### src/rtl/disk_pkt_pkg.sv
package disk_pkt_pkg;

    localparam int PKT_BYTES = 8;
    localparam int IDX_W     = $clog2(PKT_BYTES);
    localparam int RIDX_W    = $clog2(PKT_BYTES + 1);
    localparam int CNT_W     = 4;
    localparam int NUM_CH    = 3;

    localparam logic [7:0] OFS_STATUS = 8'h00;
    localparam logic [7:0] OFS_DATA   = 8'h02;
    localparam logic [7:0] OFS_ACK    = 8'h04;
    localparam logic [7:0] OFS_CHSEL  = 8'h06;
    localparam logic [7:0] OFS_RESET  = 8'h08;
    localparam logic [7:0] OFS_CLASS  = 8'hFE;

    localparam logic [6:0] DEV_CLASS   = 7'h01;
    localparam logic [7:0] RES_OK      = 8'h80;
    localparam logic [7:0] RES_BADCMD  = 8'h08;
    localparam logic [7:0] CMD_REGTEST = 8'hFF;

    typedef logic [PKT_BYTES-1:0][7:0] pkt_bytes_t;

    typedef enum logic [7:0] {
        OP_READ    = 8'hC0,
        OP_WRITE   = 8'hC1,
        OP_VERIFY  = 8'hC2,
        OP_WRCHK   = 8'hC9,
        OP_SYS_RD  = 8'hF4,
        OP_SYS_WR  = 8'hF5
    } op_e;

    function automatic pkt_bytes_t run_cmd(input pkt_bytes_t c);
        pkt_bytes_t r;
        logic [15:0] cyl;
        r   = '0;
        cyl = {c[3], c[2]};
        case (c[0])
            OP_READ, OP_WRITE, OP_VERIFY, OP_WRCHK: begin
                r    = c;
                r[1] = RES_OK;
                cyl  = cyl + 16'd1;
                r[2] = cyl[7:0];
                r[3] = cyl[15:8];
            end
            OP_SYS_RD, OP_SYS_WR: begin
                r    = c;
                r[1] = RES_OK;
                r[2] = 8'h00;
                r[3] = 8'h00;
            end
            default: r[1] = RES_BADCMD;
        endcase
        return r;
    endfunction

    function automatic logic [NUM_CH-1:0] chan_decode(input logic [7:0] v);
        logic [NUM_CH-1:0] r;
        r = '0;
        for (int i = 0; i < NUM_CH; i++)
            if (v == 8'(1 << (i + 1))) r[i] = 1'b1;
        return r;
    endfunction

    function automatic logic [7:0] status_byte(input logic busy, input logic pend,
                                               input logic [CNT_W-1:0] cnt);
        return {cnt, 1'b0, pend, 1'b0, busy};
    endfunction

endpackage

### src/rtl/pkt_collect.sv
module pkt_collect
    import disk_pkt_pkg::*;
#(
    parameter int BUSY_CYC = 3,
    parameter int EXEC_CYC = 6
) (
    input  logic             clk,
    input  logic             rst,
    input  logic             clr,
    input  logic             wr_stb,
    input  logic [7:0]       wdata,
    output logic             busy,
    output logic [CNT_W-1:0] wr_count,
    output logic             done,
    output pkt_bytes_t       pkt
);
    localparam int MAXC = (BUSY_CYC > EXEC_CYC) ? BUSY_CYC : EXEC_CYC;
    localparam int TW   = $clog2(MAXC + 1);

    logic [TW-1:0]    tmr;
    logic             exec_q;
    logic [IDX_W-1:0] idx;
    logic             accept;
    logic             skip;

    assign busy   = (tmr != '0);
    assign done   = exec_q && (tmr == TW'(1));
    assign accept = wr_stb && !busy;
    assign skip   = (idx == '0) && (wdata == CMD_REGTEST);

    always_ff @(posedge clk) begin
        if (rst || clr) begin
            tmr      <= '0;
            exec_q   <= 1'b0;
            idx      <= '0;
            wr_count <= '0;
            if (rst) pkt <= '0;
        end else begin
            if (busy) tmr <= tmr - 1'b1;
            if (done) exec_q <= 1'b0;
            if (accept) begin
                wr_count <= wr_count + 1'b1;
                tmr      <= TW'(BUSY_CYC);
                if (!skip) begin
                    pkt[idx] <= wdata;
                    if (idx == IDX_W'(PKT_BYTES - 1)) begin
                        idx    <= '0;
                        exec_q <= 1'b1;
                        tmr    <= TW'(EXEC_CYC);
                    end else begin
                        idx <= idx + 1'b1;
                    end
                end
            end
        end
    end
endmodule

### src/rtl/result_buf.sv
module result_buf
    import disk_pkt_pkg::*;
(
    input  logic       clk,
    input  logic       rst,
    input  logic       clr,
    input  logic       load,
    input  pkt_bytes_t load_pkt,
    input  logic       rd_stb,
    output logic       pending,
    output logic [7:0] rd_byte
);
    pkt_bytes_t        res_q;
    logic [RIDX_W-1:0] ridx;

    assign pending = (ridx != RIDX_W'(PKT_BYTES));
    assign rd_byte = pending ? res_q[ridx[IDX_W-1:0]] : 8'h00;

    always_ff @(posedge clk) begin
        if (rst || clr) begin
            res_q <= '0;
            ridx  <= RIDX_W'(PKT_BYTES);
        end else if (load) begin
            res_q <= load_pkt;
            ridx  <= '0;
        end else if (rd_stb && pending) begin
            ridx <= ridx + 1'b1;
        end
    end
endmodule

### src/rtl/chan_route.sv
module chan_route
    import disk_pkt_pkg::*;
(
    input  logic              clk,
    input  logic              rst,
    input  logic              wr_stb,
    input  logic [7:0]        wdata,
    input  logic              irq_pend,
    output logic [NUM_CH-1:0] dma_sel,
    output logic [NUM_CH-1:0] irq_out
);
    always_ff @(posedge clk) begin
        if (rst)         dma_sel <= '0;
        else if (wr_stb) dma_sel <= chan_decode(wdata);
    end

    for (genvar g = 0; g < NUM_CH; g++) begin : g_line
        assign irq_out[g] = dma_sel[g] & irq_pend;
    end
endmodule

### src/rtl/disk_cmd_port.sv
module disk_cmd_port
    import disk_pkt_pkg::*;
#(
    parameter int BUSY_CYC = 3,
    parameter int EXEC_CYC = 6
) (
    input  logic       clk,
    input  logic       rst,
    input  logic       bus_sel,
    input  logic       bus_wr,
    input  logic [7:0] bus_addr,
    input  logic [7:0] bus_wdata,
    output logic [7:0] bus_rdata,
    output logic [2:0] dma_sel,
    output logic [2:0] irq_out
);
    logic             rd_acc, wr_acc;
    logic             clr, data_wr, data_rd, ack_rd, chsel_wr;
    logic             busy, done, res_pend, irq_pend;
    logic [CNT_W-1:0] wr_count;
    logic [7:0]       res_byte;
    pkt_bytes_t       cmd_pkt;

    assign rd_acc   = bus_sel && !bus_wr;
    assign wr_acc   = bus_sel && bus_wr;
    assign clr      = wr_acc && (bus_addr == OFS_RESET);
    assign data_wr  = wr_acc && (bus_addr == OFS_DATA);
    assign data_rd  = rd_acc && (bus_addr == OFS_DATA);
    assign ack_rd   = rd_acc && (bus_addr == OFS_ACK);
    assign chsel_wr = wr_acc && (bus_addr == OFS_CHSEL);

    pkt_collect #(.BUSY_CYC(BUSY_CYC), .EXEC_CYC(EXEC_CYC)) u_col (
        .clk(clk), .rst(rst), .clr(clr), .wr_stb(data_wr), .wdata(bus_wdata),
        .busy(busy), .wr_count(wr_count), .done(done), .pkt(cmd_pkt)
    );

    result_buf u_res (
        .clk(clk), .rst(rst), .clr(clr), .load(done), .load_pkt(run_cmd(cmd_pkt)),
        .rd_stb(data_rd), .pending(res_pend), .rd_byte(res_byte)
    );

    chan_route u_chan (
        .clk(clk), .rst(rst), .wr_stb(chsel_wr), .wdata(bus_wdata),
        .irq_pend(irq_pend), .dma_sel(dma_sel), .irq_out(irq_out)
    );

    always_ff @(posedge clk) begin
        if (rst || clr)  irq_pend <= 1'b0;
        else if (done)   irq_pend <= 1'b1;
        else if (ack_rd) irq_pend <= 1'b0;
    end

    always_comb begin
        case (bus_addr)
            OFS_STATUS: bus_rdata = status_byte(busy, res_pend, wr_count);
            OFS_DATA:   bus_rdata = res_byte;
            OFS_CLASS:  bus_rdata = {irq_pend, DEV_CLASS};
            default:    bus_rdata = 8'h00;
        endcase
    end
endmodule

### config.mk
export PLATFORM = sky130hd
export DESIGN_NAME = disk_cmd_port
export DESIGN_NICKNAME = d
export VERILOG_FILES = /design/src/rtl/disk_pkt_pkg.sv /design/src/rtl/pkt_collect.sv /design/src/rtl/result_buf.sv /design/src/rtl/chan_route.sv /design/src/rtl/disk_cmd_port.sv
export SDC_FILE = /design/constraint.sdc
export NUM_CORES = 1
export LEC_CHECK = 0
export BUFFER_PORTS_ARGS = -buffer_cell sky130_fd_sc_hd__buf_4
export CAP_MARGIN = 10
export CELL_PAD_IN_SITES_DETAIL_PLACEMENT = 1
export CELL_PAD_IN_SITES_GLOBAL_PLACEMENT = 1
export CORE_UTILIZATION = 46
export CTS_BUF_LIST = sky130_fd_sc_hd__clkbuf_2 sky130_fd_sc_hd__clkbuf_4 sky130_fd_sc_hd__clkbuf_8
export DETAILED_ROUTE_END_ITERATION = 8
export GPL_ROUTABILITY_DRIVEN = 0
export HOLD_SLACK_MARGIN = 0.03
export PLACE_DENSITY = 0.79
export SYNTH_ARGS = -nofsm -noshare
export SYNTH_HDL_FRONTEND = slang
export SYNTH_SLANG_ARGS = --single-unit
### constraint.sdc
create_clock -name clk -period 6.67 [get_ports clk]
set_input_delay 1.334 -clock clk [delete_from_list [all_inputs] [get_ports clk]]
set_output_delay 1.334 -clock clk [all_outputs]
set_load 0.01 [all_outputs]
==> results_dict.tcl, run 1 <==
set metrics [dict create \
    cts_tree "done" \
    clock_latency_ns 0.46 \
    reg2reg_slack_ns 3.39 \
    detail_route.iter0.violations 291 \
    num_io_pins 34 \
    finalPower_mw 1.73 \
    drv_slew 0 \
    drtAntennaViolNets 0 \
    cp_top_family "simple AND/OR/NAND/NOR gates" \
    cts_hold_buf 0 \
    final_cell_mix "77 x dfxtp_1, 71 x nor2_1, 70 x mux2i_1" \
    grt_pass1_wl_mm 27.4 \
    synth_edf_count 56 \
    yosysWarnings 0 \
    synth_cell_types 44 \
    pwr_density_cell_mw_per_mm2 244 \
    relSlewSlack_pct 27.3 \
    setup_tns_ns 0 \
    clk_path_buf_depth 2 \
    hp-class "reg2reg" \
    cts.sinks 133 \
    path_cells "buf_4 -> or3_1 -> nor4_1 -> a22oi_1 -> o21ai_0 -> buf_4" \
    setup_violations 0 \
    reg2reg_depth 6 \
    root_buffer "clkbuf_8" \
    vias_per_cell 6.12 \
    port_buffers 33 \
    holdWs_ns 0.456 \
    core.rowCount 42 \
    coreArea_mm2 0.0133 \
    clk_pin_slew_ns 0.07 \
    path_buf_inv 2 \
    synthToLayoutAreaGrowth_pct 12.4 \
    skew_ns 0.0178 \
    dpl.hpwl_mm 11.3 \
    vias 4788 \
    post-route-drc-count 0 \
    hold_viol 0 \
    end_kind "output pin" \
    drt_wl_total_mm 17.3 \
    leakagePower_nw 2.73 \
    grt_overflow 0 \
    cts_buffers 17 \
    ys_seq_area_share_pct 51.0 \
    max_stage_delay_ns 0.55 \
    hold_depth 1 \
    syn_inst 577 \
    htree_num_levels 4 \
    synth_fp_nets 608 \
    arrival_ns 2.98 \
    layout_commonest_cell "dfxtp_1" \
    dieArea_mm2 0.0142 \
    fin_nets 624 \
    grt_use_total_pct 25.7 \
    irDropWorstVdd_mv 0.154 \
    ys.flop_type "dfxtp_1" \
    antenna_found_initial 0 \
    fin_crit_ns 4.31 \
    max_cap_violations 0 \
    start_util_pct 47.4 \
    grt_max_degree 75 \
    reg2reg_to "u_col.pkt[29]" \
    worst_path_most_repeated_cell "buf_4" \
    max_freq_mhz 232 \
    crit_slowest_cell "nor4_1" \
    crit_fanout 9 \
    rsz0062_at_grt "no" \
    status "finished clean" \
    crit_required_ns 5.34 \
    hold_end "u_res.res_q[7]" \
    grt_pass1_vias 4825 \
    crit-reg2reg-launch "u_col.tmr[0]" \
    worstSetupPathType "in2out" \
    fillers 1462 \
    crit_path_start_kind "input pin" \
    tightest_slew_ns 1.09 \
    layout-drive-gt1-share_pct 14.7 \
    cts_resized 0 \
    n_antenna_cell 0 \
    fp.dieH_um 119 \
    syn_area_mm2 0.00632 \
    avgSynthCellArea_um2 11.0 \
    hold_start "u_res.res_q[7]" \
    drt-pass1-iter-count 5 \
    async_reset_ff_share_pct 0 \
    cts_setup_buffers 0 \
    wl_per_cell_um 22.1 \
    fin_crit_sh_pct 64.6 \
    yosys_register_bits 133 \
    die_w_um 119 \
]
-- report_power, final --
part / switching (mW) / internal (mW)
Sequential: 0.0263 / 0.879
Clock: 0.318 / 0.366
Combinational: 0.0881 / 0.0550
Total: 0.432 / 1.30
-- layout make-up --
type                    count  area [um2]  share of cell area (%)
clock buffers              23         292                    4.10
clock inverters             9         104                    1.46
inverters                  13        48.8                   0.686
multi-input cells         389        2930                    41.2
flip-flops and latches    133        3220                    45.3
well taps                 176         220                    3.10
repair buffers             39         293                    4.12
-- cells by family after synthesis --
| logic type | after synthesis | synth area share [%] |
|---|---|---|
| xor+xnor | 15 | 2.08 |
| compound gates | 107 | 12.7 |
| buf+inv | 55 | 3.36 |
| fa+ha+maj | 11 | 2.18 |
| flops | 133 | 51.0 |
| simple gates | 176 | 14.1 |
| mux | 80 | 14.6 |
-- synth_stat cells, drive strengths merged (6+ instances only) --
master | instances | area (um2)
nand4 | 7 | 43.8
o21ai | 15 | 75.1
edfxtp | 56 | 1680
dfxtp | 77 | 1540
or3 | 6 | 37.5
inv | 13 | 48.8
nand2 | 20 | 75.1
xnor2 | 12 | 105
nor4 | 10 | 62.6
nor2 | 72 | 270
nand3 | 16 | 80.1
buf | 7 | 31.3
a21oi | 17 | 85.1
o2bb2ai | 22 | 193
ha | 11 | 138
mux4 | 10 | 225
or4 | 7 | 56.3
mux2i | 70 | 701
clkbuf | 35 | 133
a22o | 38 | 333
nor3 | 11 | 65.1
nand4b | 7 | 61.3
-- worst reg2reg max path: cells and delay by family (launching register included) --
family,cells,cell delay [ns]
compound gates,1,0.92
simple gates,2,0.89
buf+inv,2,0.59
flops,1,0.35
fa+ha+maj,1,0.20
-- flip-flops by register name, indices dropped and copies added, names as in the netlist --
| register | count |
|---|---|
| u_col.exec_q | 1 |
| u_res.res_q | 58 |
| u_col.tmr | 3 |
| u_col.pkt | 56 |
| u_chan.dma_sel | 3 |
| u_res.ridx | 4 |
| irq_pend | 1 |
| u_col.idx | 3 |
| u_col.wr_count | 4 |
-- per-stage QoR --
step | util [%] | instances | setup slack, ns | area (um2)
floorplan | - | 577 | 1.13 | 6320
global placement | 50.3 | 750 | 2.22 | 6710
detailed placement | 50.3 | 750 | 2.16 | 6710
CTS | 53.3 | 782 | 2.33 | 7110
global route | 53.3 | 782 | 2.19 | 7110
finish | 53.3 | 782 | 2.36 | 7110
-- per-layer routing --
layer	track usage (%)	routed length, um
met1	32.8	7490
met4	8.62	345
met3	5.80	893
met5	0	0
met2	42.8	8530
-- worst max-delay path by stage --
| stage | end | cells past startpoint | start | slack (ns) |
|---|---|---|---|---|
| 2_1_floorplan | u_col.pkt[0] | 4 | bus_addr[3] | 1.13 |
| 4_1_cts | bus_rdata[7] | 6 | bus_addr[0] | 2.33 |
| 5_1_grt | bus_rdata[7] | 6 | bus_addr[0] | 2.19 |
| 6_report | bus_rdata[7] | 6 | bus_addr[0] | 2.36 |
| 3_3_place_gp | u_col.pkt[19] | 5 | bus_addr[3] | 2.22 |
| 3_5_place_dp | u_col.pkt[17] | 5 | bus_addr[3] | 2.16 |
(Power assumes the default switching activity.)
==> run 2, diff against run 1 <==
clock period = 3.5 ns   (was 6.67 ns; I/O delays follow)
==> run 2 against run 1 <==
Effect of this change:
- cell count increased by 0.51%
- first-iteration DRC count increased by 20%
- total power increased by 95%
- clock-buffer cell count decreased by 1
- clock power increased by 100%
- flip-flop and latch count unchanged
- combinational power increased by 96%
- critical path type unchanged
==> results_dict.tcl, run 2 (synthesized netlist as in run 1, its figures left out) <==
set metrics [dict create \
    htree_num_levels 4 \
    grt-busiest-layer "met2" \
    path_cells "buf_4 -> or3_1 -> nor4_1 -> a22oi_1 -> o21ai_0 -> buf_4" \
    fin_nets 628 \
    leakagePower_nw 2.78 \
    worst_slack_ns 0.378 \
    hold_viol 0 \
    grt_use_total_pct 26.1 \
    fp.dieH_um 119 \
    crit_path_start_kind "input pin" \
    drv_slew 0 \
    post_dp_cell_area_mm2 0.00676 \
    skew_ns 0.0130 \
    max_freq_mhz 320 \
    grt_pass1_vias 4912 \
    clk_pin_slew_ns 0.07 \
    fillers 1440 \
    max_stage_delay_ns 0.62 \
    coreArea_mm2 0.0133 \
    antenna_found_initial 0 \
    vias 4713 \
    postLayoutCellArea_mm2 0.00717 \
    arrival_ns 2.42 \
    cts_buffers 17 \
    fin_crit_sh_pct 89.2 \
    rsz0062_at_grt "no" \
    path_buf_inv 2 \
    detail_route.iter0.violations 349 \
    crit_slowest_cell "nor4_1" \
    clock_latency_ns 0.45 \
    wl_per_cell_um 22.0 \
    placed_cells 754 \
    die_w_um 119 \
    drtAntennaViolNets 0 \
    finalPower_mw 3.37 \
    dieArea_mm2 0.0142 \
    cts_tree "done" \
    pwr_density_cell_mw_per_mm2 470 \
    largest-register "u_res.res_q" \
    cts.sinks 133 \
    root_buffer "clkbuf_8" \
    tightest_slew_ns 1.23 \
    vias_per_cell 6.00 \
    final_cell_mix "76 x dfxtp_1, 71 x nor2_1, 70 x mux2i_1" \
    grt_util_met3_pct 6.42 \
    layout_commonest_cell "dfxtp_1" \
    post-route-drc-count 0 \
    end_kind "output pin" \
    status "finished clean" \
    grt_pass1_wl_mm 27.7 \
    hp-class "in2reg" \
    drt_wl_total_mm 17.3 \
    layout-drive-gt1-share_pct 15.4 \
    start_util_pct 47.4 \
    holdWs_ns 0.426 \
    dpl.hpwl_mm 11.5 \
    core.rowCount 42 \
    worstSetupPathType "in2out" \
    drt-pass1-iter-count 6 \
    irDropWorstVdd_mv 0.356 \
    n_antenna_cell 0 \
    grt_max_degree 57 \
    fin_cells 786 \
    cts_setup_buffers 0 \
    crit_required_ns 2.80 \
    max_cap_violations 0 \
    num_io_pins 34 \
    port_buffers 33 \
    crit_fanout 9 \
    met2_usage_pct 43.5 \
    worst_path_most_repeated_cell "buf_4" \
    grt_overflow 0 \
    relSlewSlack_pct 18.1 \
    fin_crit_ns 3.12 \
    synthToLayoutAreaGrowth_pct 13.3 \
    setup_violations 0 \
    clk_path_buf_depth 2 \
    setup_tns_ns 0 \
    pre_cts_ws_ns 0.393 \
    reg_top3 "u_res.res_q: 58 flops, u_col.pkt: 56 flops" \
    use_met1_pct 32.5 \
    cp_top_family "simple AND/OR/NAND/NOR gates" \
    finish.utilization_pct 53.7 \
    largest_reg_flops 58 \
]
## run 2: routing by layer
| metal | vias to the layer above | part of all wire [%] |
|---|---|---|
| li1 | 2192 | - |
| met1 | 2358 | 44 |
| met2 | 133 | 48 |
| met3 | 30 | 5.3 |
| met4 | 0 | 2.3 |
| met5 | - | 0 |
## run 2: report_power, final
part | total [mW] | switching, mW | internal [mW]
logic | 0.280 | 0.172 | 0.107
registers | 1.72 | 0.0475 | 1.68
clock network | 1.37 | 0.610 | 0.759
total | 3.37 | 0.830 | 2.54
## run 2: worst register-to-register path, cell delays in order (launching register included)
cell and delay [ns]:
dfxtp_1 0.35, inv_1 0.09, ha_1 0.20, nand2b_1 0.20, or4_1 0.72, o21ai_4 0.24, buf_12 0.31
## run 2: worst paths after layout
| kind | from | endpoint | slack, ns | cells after the start |
|---|---|---|---|---|
| max | bus_addr[0] | bus_rdata[7] | 0.38 | 6 |
| min | rst | u_chan.dma_sel[1] | 0.43 | 2 |
| max reg2reg | u_col.tmr[0] | u_col.pkt[22] | 1.02 | 6 |
| min reg2reg | u_res.res_q[27] | u_res.res_q[27] | 0.46 | 1 |
## run 2: timing repair
| item | in CTS | in global routing |
|---|---|---|
| endpoints found under the hold margin | 0 | 0 |
| gates resized for setup | 0 | 1 |
| setup endpoints to repair | 0 | 3 |
| hold buffers | 0 | 0 |
## run 2: cell type report
cell class,instances,area [um2],share of cell area (%)
Sequential cell,133,3220,45.0
Multi-Input combinational cell,389,2930,40.8
Timing Repair Buffer,43,335,4.68
Clock buffer,22,284,3.96
Tap cell,176,220,3.07
Clock inverter,10,128,1.78
Inverter,13,48.8,0.681
==> run 3, diff against run 2 <==
MAX_ROUTING_LAYER = met4   (was default)
==> run 3 against run 2 <==
Effect of this change:
- clock skew decreased by 0.0023 ns
- fmax about the same
- die area unchanged
- clock power about the same
- combinational power about the same
- critical path depth unchanged
- first-iteration DRC count decreased by 6.9%
- worst setup slack got worse by 0.0019 ns
- flip-flop and latch count unchanged
- sequential share of layout area unchanged
- sequential power about the same
- final area unchanged
==> results_dict.tcl, run 3 (synthesized netlist as in run 1, its figures left out) <==
set metrics [dict create \
    status "finished clean" \
    cts_setup_buffers 0 \
    irDropWorstVdd_mv 0.353 \
    setup_violations 0 \
    finalPower_mw 3.37 \
    tightest_slew_ns 1.20 \
    grt_pass1_wl_mm 27.7 \
    p_int_mw 2.54 \
    holdWs_ns 0.427 \
    register_area_mm2 0.00322 \
    vias_per_cell 6.01 \
    n_antenna_cell 0 \
    die_w_um 119 \
    root_buffer "clkbuf_8" \
    port_buffers 33 \
    seqPwrFrac_pct 51.1 \
    cts_hold_buf 0 \
    reg2reg_slack_ns 1.00 \
    fp.dieH_um 119 \
    post-route-drc-count 0 \
    drtAntennaViolNets 0 \
    multi_input_area_mm2 0.00293 \
    dpl.hpwl_mm 11.5 \
    hold_end "u_chan.dma_sel[1]" \
    max_cap_violations 0 \
    end_kind "output pin" \
    clk_pin_slew_ns 0.07 \
    reg2reg_to "u_col.pkt[22]" \
    crit_path_start_kind "input pin" \
    pwr_density_cell_mw_per_mm2 471 \
    rsz0062_at_grt "no" \
    largest_reg_flops 58 \
    leakagePower_nw 2.78 \
    htree_num_levels 4 \
    vias 4720 \
    setup_tns_ns 0 \
    layout-drive-gt1-share_pct 15.4 \
    drv_slew 0 \
    cts_buffers 17 \
    skew_ns 0.0108 \
    fin_crit_ns 3.12 \
    grt_overflow 0 \
    dieArea_mm2 0.0142 \
    reg2reg_depth 6 \
    grt_use_total_pct 26.9 \
    coreArea_mm2 0.0133 \
    swShare_pct 24.7 \
    largest-register "u_res.res_q" \
    start_util_pct 47.4 \
    synthToLayoutAreaGrowth_pct 13.3 \
    grt_max_degree 57 \
    drt_wl_total_mm 17.3 \
    crit-reg2reg-launch "u_col.tmr[0]" \
    crit_required_ns 2.80 \
    hold_depth 2 \
    wl_per_cell_um 22.0 \
    worstSetupPathType "in2out" \
    fin_nets 628 \
    detail_route.iter0.violations 325 \
    drt-pass1-iter-count 4 \
    reg_top3 "u_res.res_q: 58 flops, u_col.pkt: 56 flops" \
    cts_tree "done" \
    antenna_found_initial 0 \
    p_comb_share_pct 8.3 \
    core.rowCount 42 \
    hp-class "in2reg" \
    layout_commonest_cell "dfxtp_1" \
    fin_crit_sh_pct 89.2 \
    clock_latency_ns 0.45 \
    num_io_pins 34 \
    arrival_ns 2.42 \
    hold_start "rst" \
    clk_path_buf_depth 2 \
    clock_power_share_pct 40.7 \
    final_cell_mix "76 x dfxtp_1, 71 x nor2_1, 70 x mux2i_1" \
    max_freq_mhz 320 \
    grt_pass1_vias 4919 \
    power_switching_mw 0.832 \
    crit_fanout 9 \
    cts.sinks 133 \
    cts_resized 0 \
    hold_viol 0 \
    fillers 1440 \
    relSlewSlack_pct 19.6 \
]
-- run 3: cell counts in the layout (fill, tap and decap cells not counted) --
No cell type changed its count.
-- run 3: worst max path at each step --
stage               slack, ns           from  depth (start not counted)             to
CTS                      0.13  u_res.ridx[0]                          7   bus_rdata[7]
global route             0.17    bus_addr[0]                          6   bus_rdata[7]
global placement         0.53    bus_addr[3]                          5  u_col.pkt[28]
floorplan                0.21    bus_addr[3]                          4   u_col.pkt[0]
finish                   0.38    bus_addr[0]                          6   bus_rdata[7]
detailed placement       0.39    bus_addr[0]                          6   bus_rdata[7]
-- run 3: metal layers --
metal	routed length, um	up-vias	GRT usage [%]
met2	8460	130	43.6
met4	392	0	9.97
met1	7600	2363	32.5
met5	0	-	-
li1	-	2197	-
met3	841	30	6.42
-- run 3: metrics by stage --
step / cell area [um2] / worst slack [ns] / utilization, % / std cells
floorplan: 6340 / 0.211 / - / 577
detailed placement: 6760 / 0.393 / 50.6 / 754
CTS: 7170 / 0.127 / 53.7 / 786
finish: 7170 / 0.376 / 53.7 / 786
global route: 7170 / 0.173 / 53.7 / 786
global placement: 6760 / 0.526 / 50.6 / 754
-- run 3: power by group through the flow --
stage          Combinational, mW  Clock [mW]  Sequential, mW
4_1_cts                    0.281        1.39            1.72
3_5_place_dp               0.279           0            1.76
5_1_grt                    0.314        1.47            1.73
3_3_place_gp               0.257           0            1.75
6_report                   0.280        1.37            1.72
2_1_floorplan              0.190           0            1.74
-- run 3: critical path, cell delays in order --
cell     delay (ns)
buf_4          0.12
or3_1          0.51
nor4_1         0.62
a22oi_1        0.18
o21ai_0        0.13
buf_4          0.16
-- run 3: cell type report --
type                            count  share of cell area (%)
Sequential cell                   133                    45.0
Multi-Input combinational cell    389                    40.8
Timing Repair Buffer               43                    4.68
Clock buffer                       22                    3.96
Tap cell                          176                    3.07
Clock inverter                     10                    1.78
Inverter                           13                   0.681
